`src/rtl/scpwm_pkg.sv`:
```
// Shared types for the stacked-carrier modulator.
// Assumes an odd level count; band index 0 is the lowest band.
package scpwm_pkg;

    typedef enum logic [1:0] {
        ARR_INPHASE = 2'b00,
        ARR_MIRROR  = 2'b01,
        ARR_ALTERN  = 2'b10,
        ARR_SPARE   = 2'b11
    } arrange_e;

    // True when band k takes the falling (inverted) carrier shape.
    function automatic logic band_inverted(arrange_e arr, int k, int half);
        case (arr)
            ARR_MIRROR: band_inverted = (k < half);
            ARR_ALTERN: band_inverted = (k % 2) == 1;
            default:    band_inverted = 1'b0;
        endcase
    endfunction

endpackage

```
`src/rtl/scpwm_carrier.sv`:
```
// Shared triangular carrier counter.
// Counts 0 -> P -> 0 one step per clock. Amplitude and arrangement are
// captured only when the count sits at 0 on its way up.
// Assumes CW >= 1; an amplitude request of 0 is forced to 1.
module scpwm_carrier #(
    parameter int CW = 8
) (
    input  logic                 clk,
    input  logic                 rst_n,
    input  logic [CW-1:0]        peak_in,
    input  scpwm_pkg::arrange_e  arr_in,
    output logic [CW-1:0]        cnt,
    output logic [CW-1:0]        peak_q,
    output scpwm_pkg::arrange_e  arr_q
);
    import scpwm_pkg::*;

    logic          falling;
    logic          at_base;
    logic [CW-1:0] pk_eff;
    logic [CW-1:0] cnt_inc;

    // Detect the period boundary and pick the amplitude governing this step.
    always_comb begin
        at_base = (cnt == '0) && !falling;
        pk_eff  = peak_q;
        if (at_base) begin
            pk_eff = (peak_in == '0) ? CW'(1) : peak_in;
        end
        cnt_inc = cnt + CW'(1);
    end

    // Advance the triangle and capture settings at the boundary.
    always_ff @(posedge clk) begin
        if (!rst_n) begin
            cnt     <= '0;
            falling <= 1'b0;
            peak_q  <= CW'(1);
            arr_q   <= ARR_INPHASE;
        end else begin
            if (at_base) begin
                peak_q <= pk_eff;
                arr_q  <= arr_in;
            end
            if (!falling) begin
                cnt <= cnt_inc;
                if (cnt_inc >= pk_eff) falling <= 1'b1;
            end else begin
                cnt <= cnt - CW'(1);
                if (cnt == CW'(1)) falling <= 1'b0;
            end
        end
    end
endmodule

```
`src/rtl/scpwm_bands.sv`:
```
// Per-band carrier value and comparison against the scaled reference.
// Band k spans [(k-HALF)*P, (k-HALF+1)*P]; the arrangement decides whether
// the carrier in that band rises or falls with the shared count.
// Assumes DW is wide enough for both the reference and HALF*P.
module scpwm_bands #(
    parameter int NC = 6,
    parameter int CW = 8,
    parameter int DW = 22
) (
    input  logic signed [DW-1:0] scaled,
    input  logic [CW-1:0]        cnt,
    input  logic [CW-1:0]        peak,
    input  scpwm_pkg::arrange_e  arr,
    output logic [NC-1:0]        above
);
    localparam int HALF = NC / 2;

    logic signed [DW-1:0] pk_s;
    logic signed [DW-1:0] cnt_s;

    assign pk_s  = {{(DW-CW){1'b0}}, peak};
    assign cnt_s = {{(DW-CW){1'b0}}, cnt};

    for (genvar k = 0; k < NC; k++) begin : g_band
        localparam logic signed [DW-1:0] OFS = DW'(k - HALF);
        logic                 inv;
        logic signed [DW-1:0] val;

        // Form this band's carrier value and compare.
        always_comb begin
            inv      = scpwm_pkg::band_inverted(arr, k, HALF);
            val      = pk_s * OFS + (inv ? (pk_s - cnt_s) : cnt_s);
            above[k] = scaled > val;
        end
    end
endmodule

```
`src/rtl/scpwm_level.sv`:
```
// Output register: compare bits and their count turned into a signed level.
// Assumes NC is even (odd level count).
module scpwm_level #(
    parameter int NC = 6,
    parameter int LW = 4
) (
    input  logic                 clk,
    input  logic                 rst_n,
    input  logic [NC-1:0]        above,
    output logic [NC-1:0]        cmp_q,
    output logic signed [LW-1:0] level_q
);
    localparam logic signed [LW-1:0] HALF_S = LW'(NC / 2);

    logic [LW-1:0] ones;

    // Count how many carriers the reference exceeds.
    always_comb begin
        ones = '0;
        for (int i = 0; i < NC; i++) ones = ones + LW'(above[i]);
    end

    // Register the comparison result and the offset level.
    always_ff @(posedge clk) begin
        if (!rst_n) begin
            cmp_q   <= '0;
            level_q <= -HALF_S;
        end else begin
            cmp_q   <= above;
            level_q <= $signed(ones) - HALF_S;
        end
    end
endmodule

```
`src/rtl/stacked_carrier_pwm.sv`:
```
// Multilevel modulator top: scales the reference, runs the shared carrier,
// compares against every band and registers the level command.
// Assumes LEVELS is odd and at least 3, and mod_idx uses 2^(MI_W-1) as unity.
module stacked_carrier_pwm #(
    parameter  int LEVELS = 7,
    parameter  int REF_W  = 12,
    parameter  int MI_W   = 8,
    parameter  int CW     = 8,
    localparam int NC     = LEVELS - 1,
    localparam int LW     = $clog2(NC + 1) + 1
) (
    input  logic                    clk,
    input  logic                    rst_n,
    input  logic signed [REF_W-1:0] ref_in,
    input  logic [MI_W-1:0]         mod_idx,
    input  logic [CW-1:0]           carrier_peak,
    input  logic [1:0]              disp_sel,
    output logic signed [LW-1:0]    level,
    output logic [NC-1:0]           band_cmp
);
    import scpwm_pkg::*;

    localparam int PW = REF_W + MI_W + 1;
    localparam int DW = PW + 1;

    logic signed [PW-1:0] prod;
    logic signed [PW-1:0] prod_sh;
    logic signed [DW-1:0] scaled;
    logic [CW-1:0]        cnt_w;
    logic [CW-1:0]        peak_w;
    arrange_e             arr_w;
    logic [NC-1:0]        above_w;

    // Apply the modulation index with floor rounding.
    always_comb begin
        prod    = ref_in * $signed({1'b0, mod_idx});
        prod_sh = prod >>> (MI_W - 1);
        scaled  = {prod_sh[PW-1], prod_sh};
    end

    scpwm_carrier #(.CW(CW)) u_carrier (
        .clk     (clk),
        .rst_n   (rst_n),
        .peak_in (carrier_peak),
        .arr_in  (arrange_e'(disp_sel)),
        .cnt     (cnt_w),
        .peak_q  (peak_w),
        .arr_q   (arr_w)
    );

    scpwm_bands #(.NC(NC), .CW(CW), .DW(DW)) u_bands (
        .scaled (scaled),
        .cnt    (cnt_w),
        .peak   (peak_w),
        .arr    (arr_w),
        .above  (above_w)
    );

    scpwm_level #(.NC(NC), .LW(LW)) u_level (
        .clk     (clk),
        .rst_n   (rst_n),
        .above   (above_w),
        .cmp_q   (band_cmp),
        .level_q (level)
    );
endmodule

```
`config.mk`:
```
export PLATFORM = sky130hd
export DESIGN_NAME = stacked_carrier_pwm
export DESIGN_NICKNAME = d
export VERILOG_FILES = /design/src/rtl/scpwm_pkg.sv /design/src/rtl/scpwm_carrier.sv /design/src/rtl/scpwm_bands.sv /design/src/rtl/scpwm_level.sv /design/src/rtl/stacked_carrier_pwm.sv
export SDC_FILE = /design/constraint.sdc
export NUM_CORES = 1
export LEC_CHECK = 0
export BUFFER_PORTS_ARGS = -buffer_cell sky130_fd_sc_hd__buf_2
export CORE_ASPECT_RATIO = 0.5
export CORE_MARGIN = 1
export CORE_UTILIZATION = 40
export DETAILED_ROUTE_END_ITERATION = 8
export SYNTH_ARGS = -nofsm -noshare
export SYNTH_HDL_FRONTEND = slang
export SYNTH_SLANG_ARGS = --single-unit
```
`constraint.sdc`:
```
create_clock -name clk -period 12.5 [get_ports clk]
set_clock_uncertainty 0.1 [all_clocks]
set_input_delay 0.625 -clock clk [delete_from_list [all_inputs] [get_ports clk]]
set_output_delay 0.625 -clock clk [all_outputs]
set_load 0.03 [all_outputs]
```
Word-level counts from Yosys, hierarchy flattened

Index checks and enable logic that the tools add are counted.
W data, S select, Z words.

Flip-flop bits (word level): 29
Latch bits: 0
Bits in writable memories: 0
ROM bits: 0
Input port bits: 32
Output and inout bits: 10
Logic and storage cells: 51
Memories kept: 0

$add $sub $neg: 16
Multipliers: 2
Divide/modulo/power cells: 0
$lt $le $gt $ge: 7
Equality and inequality tests: 3
Shift operators: 0
Muxes and demuxes: 12
Bitwise gates (word level): 0
Reductions and logical operators: 5

Operators by type and width:

| operator               | count |
|---|---|
| $gt A14 B22 Y1         | 5 |
| $add A22 B22 Y22       | 3 |
| $mux W22               | 3 |
| $mux W8                | 3 |
| $add A10 B22 Y22       | 1 |
| $neg A8 Y22            | 1 |
| $mul A12 B9 Y21        | 1 |
| $neg A8 Y21            | 1 |
| $add A4 B1 Y4          | 4 |
| $logic_not A8 Y1       | 2 |
| $gt A14 B10 Y1         | 1 |
| $mul A9 B3 Y12 const B | 1 |
| $add A8 B8 Y9          | 1 |
| $sub A8 B8 Y9          | 1 |
| $add A8 B1 Y8 const B  | 1 |
| $eq A8 B1 Y1 const B   | 1 |
| $ge A8 B8 Y1           | 1 |
| $sub A8 B1 Y8 const B  | 1 |
| $mux W1                | 6 |
| $sub A4 B3 Y4 const B  | 1 |
| $add A1 B1 Y2          | 1 |
| $eq A2 B1 Y1 const B   | 1 |
| $eq A2 B2 Y1 const B   | 1 |
| $reduce_or A2 Y1       | 1 |
| other kinds (2)        | 2 |

Logic depth before layout (Yosys ltp)

Depth after elaboration: 12
Mapped depth: 36
Depth with buffers taken out: 34

Modules after synthesis

A second synthesis with hierarchy kept.

Cells, all modules: 1429
Area total of the unflattened synthesis: 11513.5 um^2

Modules (own cells, without submodules):

| module              | times used | cells an instance | area each (um^2) | seq. area each (um^2) |
|---|---|---|---|---|
| scpwm_bands         | 1          | 872               | 6526.3           | 0.0 |
| stacked_carrier_pwm | 1          | 404               | 3423.3           | 0.0 |
| scpwm_carrier       | 1          | 123               | 1223.7           | 380.4 |
| scpwm_level         | 1          | 30                | 340.3            | 180.2 |

Worst setup path after synthesis

Ideal clock, no wire load.

Kind: input-to-reg
Start point: input port mod_idx[1]
End point: register u_level.level_q[2]
Setup time: 0.115 ns
Arrival: 8.838 ns
Data required time: 12.285 ns
Setup slack: 3.446 ns
Stages: 34
Buffers on the path: 4
Cell sequence: clkbuf_1 > and2_1 > fa_1 > inv_1 > fa_1 > inv_1 > fa_1 > inv_1 > fa_1 > inv_1 > ha_1 > clkbuf_1 > and4_1 > and2_1 > o2111ai_1 > a31oi_1 > and4b_1 > clkbuf_1 > buf_1 > ha_1 > a211o_1 > a221o_1 > a211o_1 > o32ai_1 > o41ai_1 > ha_1 > inv_1 > ha_1 > fa_1 > inv_1 > ha_1 > fa_1 > xor2_1 > nand2_1

Word-level cells in the longest chain between the ends: 8
Elaborated cells between the ends (all ways): 13

Ends and longest elaborated chain:

| element                     | RTL line                  | text |
|---|---|---|
| start: declaration          | stacked_carrier_pwm.sv:15 | `input logic [MI_W-1:0] mod_idx,` |
| $mul A12 B9 Y21             | stacked_carrier_pwm.sv:36 | `prod = ref_in * $signed({1'b0, mod_idx});` |
| $gt A14 B22 Y1              | scpwm_bands.sv:33         | `above[k] = scaled > val;` |
| named net above_w[0]        | stacked_carrier_pwm.sv:32 | `logic [NC-1:0] above_w;` |
| $add A1 B1 Y2               | scpwm_level.sv:20         | `for (int i = 0; i < NC; i++) ones = ones + LW'(above[i]);` |
| $add A4 B1 Y4 (4 in series) | scpwm_level.sv:20         |  |
| $sub A4 B3 Y4               | scpwm_level.sv:30         | `level_q <= $signed(ones) - HALF_S;` |
| end signal: assignment      | scpwm_level.sv:27         | `level_q <= -HALF_S;` |
| end signal: assignment      | scpwm_level.sv:30         |  |
| end: declaration            | scpwm_level.sv:11         | `output logic signed [LW-1:0] level_q` |

The timed path passes the listed nets, and every way through them passes these cells.
A chain may end at the register's enable or synchronous reset.

Worst setup path after layout

Start point: input port mod_idx[5]
End point: register u_level.level_q[2]

Same word-level chain as after synthesis.

==> impl_metrics.tcl <==
set metrics [dict create \
    status "completed" \
    slew_headroom_pct 37.29 \
    io-pin-count 42 \
    grt_usage_pct 21.93 \
    synth_fp_nets 1780 \
    cts_setup_buffers 0 \
    critPathKind "in2reg" \
    layout_commonest_cell "inv_1" \
    worstPathMaxFanout 12 \
    gp_congestion 0.8940 \
    hold_buffers 0 \
    core_um2 27920 \
    timing.fmax_mhz 110.5 \
    ctsResizeCount 0 \
    hold_class "reg2reg" \
    min_period_over_period_pct 72.42 \
    worstSkewPairLatency_ps 300 \
    drt-total-wl_mm 31.44 \
    rows 43 \
    wl_per_cell_um 16.86 \
    crit_path_max_incr_delay_ps 610 \
    cp_slowest_cell "xnor2_1" \
    grt_remaining_overflow 0 \
    numCtsBuffers 5 \
    finalSetupTns_ps 0 \
    port_buffers 41 \
    synthDistinctLibCells 89 \
    arrival_ps 9120 \
    cts_htree_levels 2 \
    antenna_found_initial 0 \
    synth_area_per_cell_um2 7.832 \
    synth-seq-cells 29 \
    min_period_ps 9053 \
    maxCapViolCount 0 \
    tightest_slew_ps 932.7 \
    drt_pass1_iterations 5 \
    cts_tree "yes" \
    drc 0 \
    drt_iter0_markers 695 \
    grt_max_degree 24 \
    synth_flop_cell "dfxtp_1" \
    initial_core_util_pct 41.06 \
    die_area_um2 29390 \
    synth-warning-count 0 \
    drv_slew 0 \
    vias 10490 \
    dp_hpwl_mm 26.45 \
    cp_common_cell "fa_1" \
    drive_above_1_share_pct 6.608 \
    grt_pass1_vias 10140 \
    clk_path_buf_depth 2 \
    rsz0062_at_grt "false" \
    die_h_um 121.7 \
    cts_root_buf "clkbuf_16" \
    crit_required_ps 12570 \
    via_per_inst 5.625 \
    die_w_um 241.4 \
    start_kind "input port" \
    hold_viol_final 0 \
    synth.cell_area_um2 11470 \
    final_cell_mix "inv_1, ha_1, nand2_1" \
    areaGrowthSynthToFinish_pct 6.765 \
    syn_inst 1464 \
    final_antenna_net_count 0 \
    yosysSeqAreaShare_pct 5.063 \
    synth_edf_count 0 \
    grt_pass1_wl_mm 51.45 \
    n_antenna_cell 0 \
    setup_viol 0 \
    clk_pin_slew_ps 60 \
    async_reset_ff_share_pct 0 \
    clock-sinks 29 \
    cp-end-kind "flop" \
    nNetsFinal 1798 \
]
==> layer usage <==
layer	routed length, um	global-route usage, %	vias to the layer above
li1	-	-	5145
met5	0	0	-
met4	534	4.391	0
met2	13930	35.96	266
met3	1339	2.130	37
met1	15630	31.25	5042
==> registers in the layout (all words and copies together), names as in the netlist <==
name	count
u_carrier.cnt	8
u_carrier.peak_q	8
u_level.cmp_q	6
u_level.level_q	4
u_carrier.arr_q	2
u_carrier.falling	1
==> through the flow <==
step           instance area [um2]  util, %  instances  worst slack, ps  hold WS, ps
2_1_floorplan                11470        -       1464             3446        390.5
3_5_place_dp                 12070    43.21       1857             3174        434.2
5_1_grt                      12240    43.84       1865             2905        478.1
4_1_cts                      12240    43.84       1865             3443        444.7
6_report                     12240    43.84       1865             3447        443.8
3_3_place_gp                 12070    43.21       1857             3285        419.7
==> worst max-delay path, delay by kind of cell <==
kind / cells / cell delay [ps]
AO/OA/AOI/OAI: 4 / 1090
XOR/XNOR: 2 / 770
buffers and inverters: 6 / 460
multiplexers: 1 / 170
adder cells (fa/ha/maj): 11 / 4370
AND/OR/NAND/NOR: 7 / 1620
==> final timing paths <==
| kind | startpoint | to | slack [ps] | cells after the start |
|---|---|---|---|---|
| hold / removal | u_carrier.arr_q[0] | u_carrier.arr_q[0] | 440 | 2 |
| setup reg to reg | u_carrier.peak_q[1] | u_level.level_q[2] | 4210 | 31 |
| hold reg to reg | u_carrier.arr_q[0] | u_carrier.arr_q[0] | 440 | 2 |
| setup / recovery | mod_idx[5] | u_level.level_q[2] | 3450 | 31 |
==> kinds of logic (layout without fill, tap and decap cells) <==
kind of cell             count (synthesis)  count (layout)  share of synthesized area (%)
AND/OR/NAND/NOR                        447             447                          19.98
AO/OA/AOI/OAI                          340             340                          20.29
adder cells (fa/ha/maj)                288             288                          37.04
buffers and inverters                  248             267                          8.184
XOR/XNOR                                90              90                          7.355
flip-flops                              29              29                          5.063
multiplexers                            22              22                          2.095
==> final cells by class <==
class	count	area [um2]
Inverter	209	787.0
Clock inverter	2	37.54
Fill cell	2767	15680
Sequential cell	29	580.6
Clock buffer	6	138.9
Multi-Input combinational cell	1187	9947
Timing Repair Buffer	50	272.8
Tap cell	382	478.0
==> synth_stat cells, types with 12 or more instances <==
cell type  number  area share [%]
a211oi_1       22             1.4
a21o_1         26             1.7
a21oi_1        78             3.4
a31oi_1        12            0.65
and2_1         54             2.9
clkbuf_1       33             1.1
dfxtp_1        29             5.1
fa_1           87              15
ha_1          197              21
inv_1         206             6.7
mux2i_1        15             1.3
nand2_1       117             3.8
nand2b_1       17            0.93
nand3_1        29             1.3
nand4_1        21             1.1
nor2_1         92             3.0
nor2b_1        19             1.0
nor3_1         23             1.0
o211ai_1       14            0.92
o21a_1         16             1.0
o21ai_0        74             3.2
xnor2_1        61             4.7
xor2_1         25             1.9
Power is left out: the tool's default activity adds up to more than one toggle a clock period on the data nets, which glitch-free logic cannot reach.
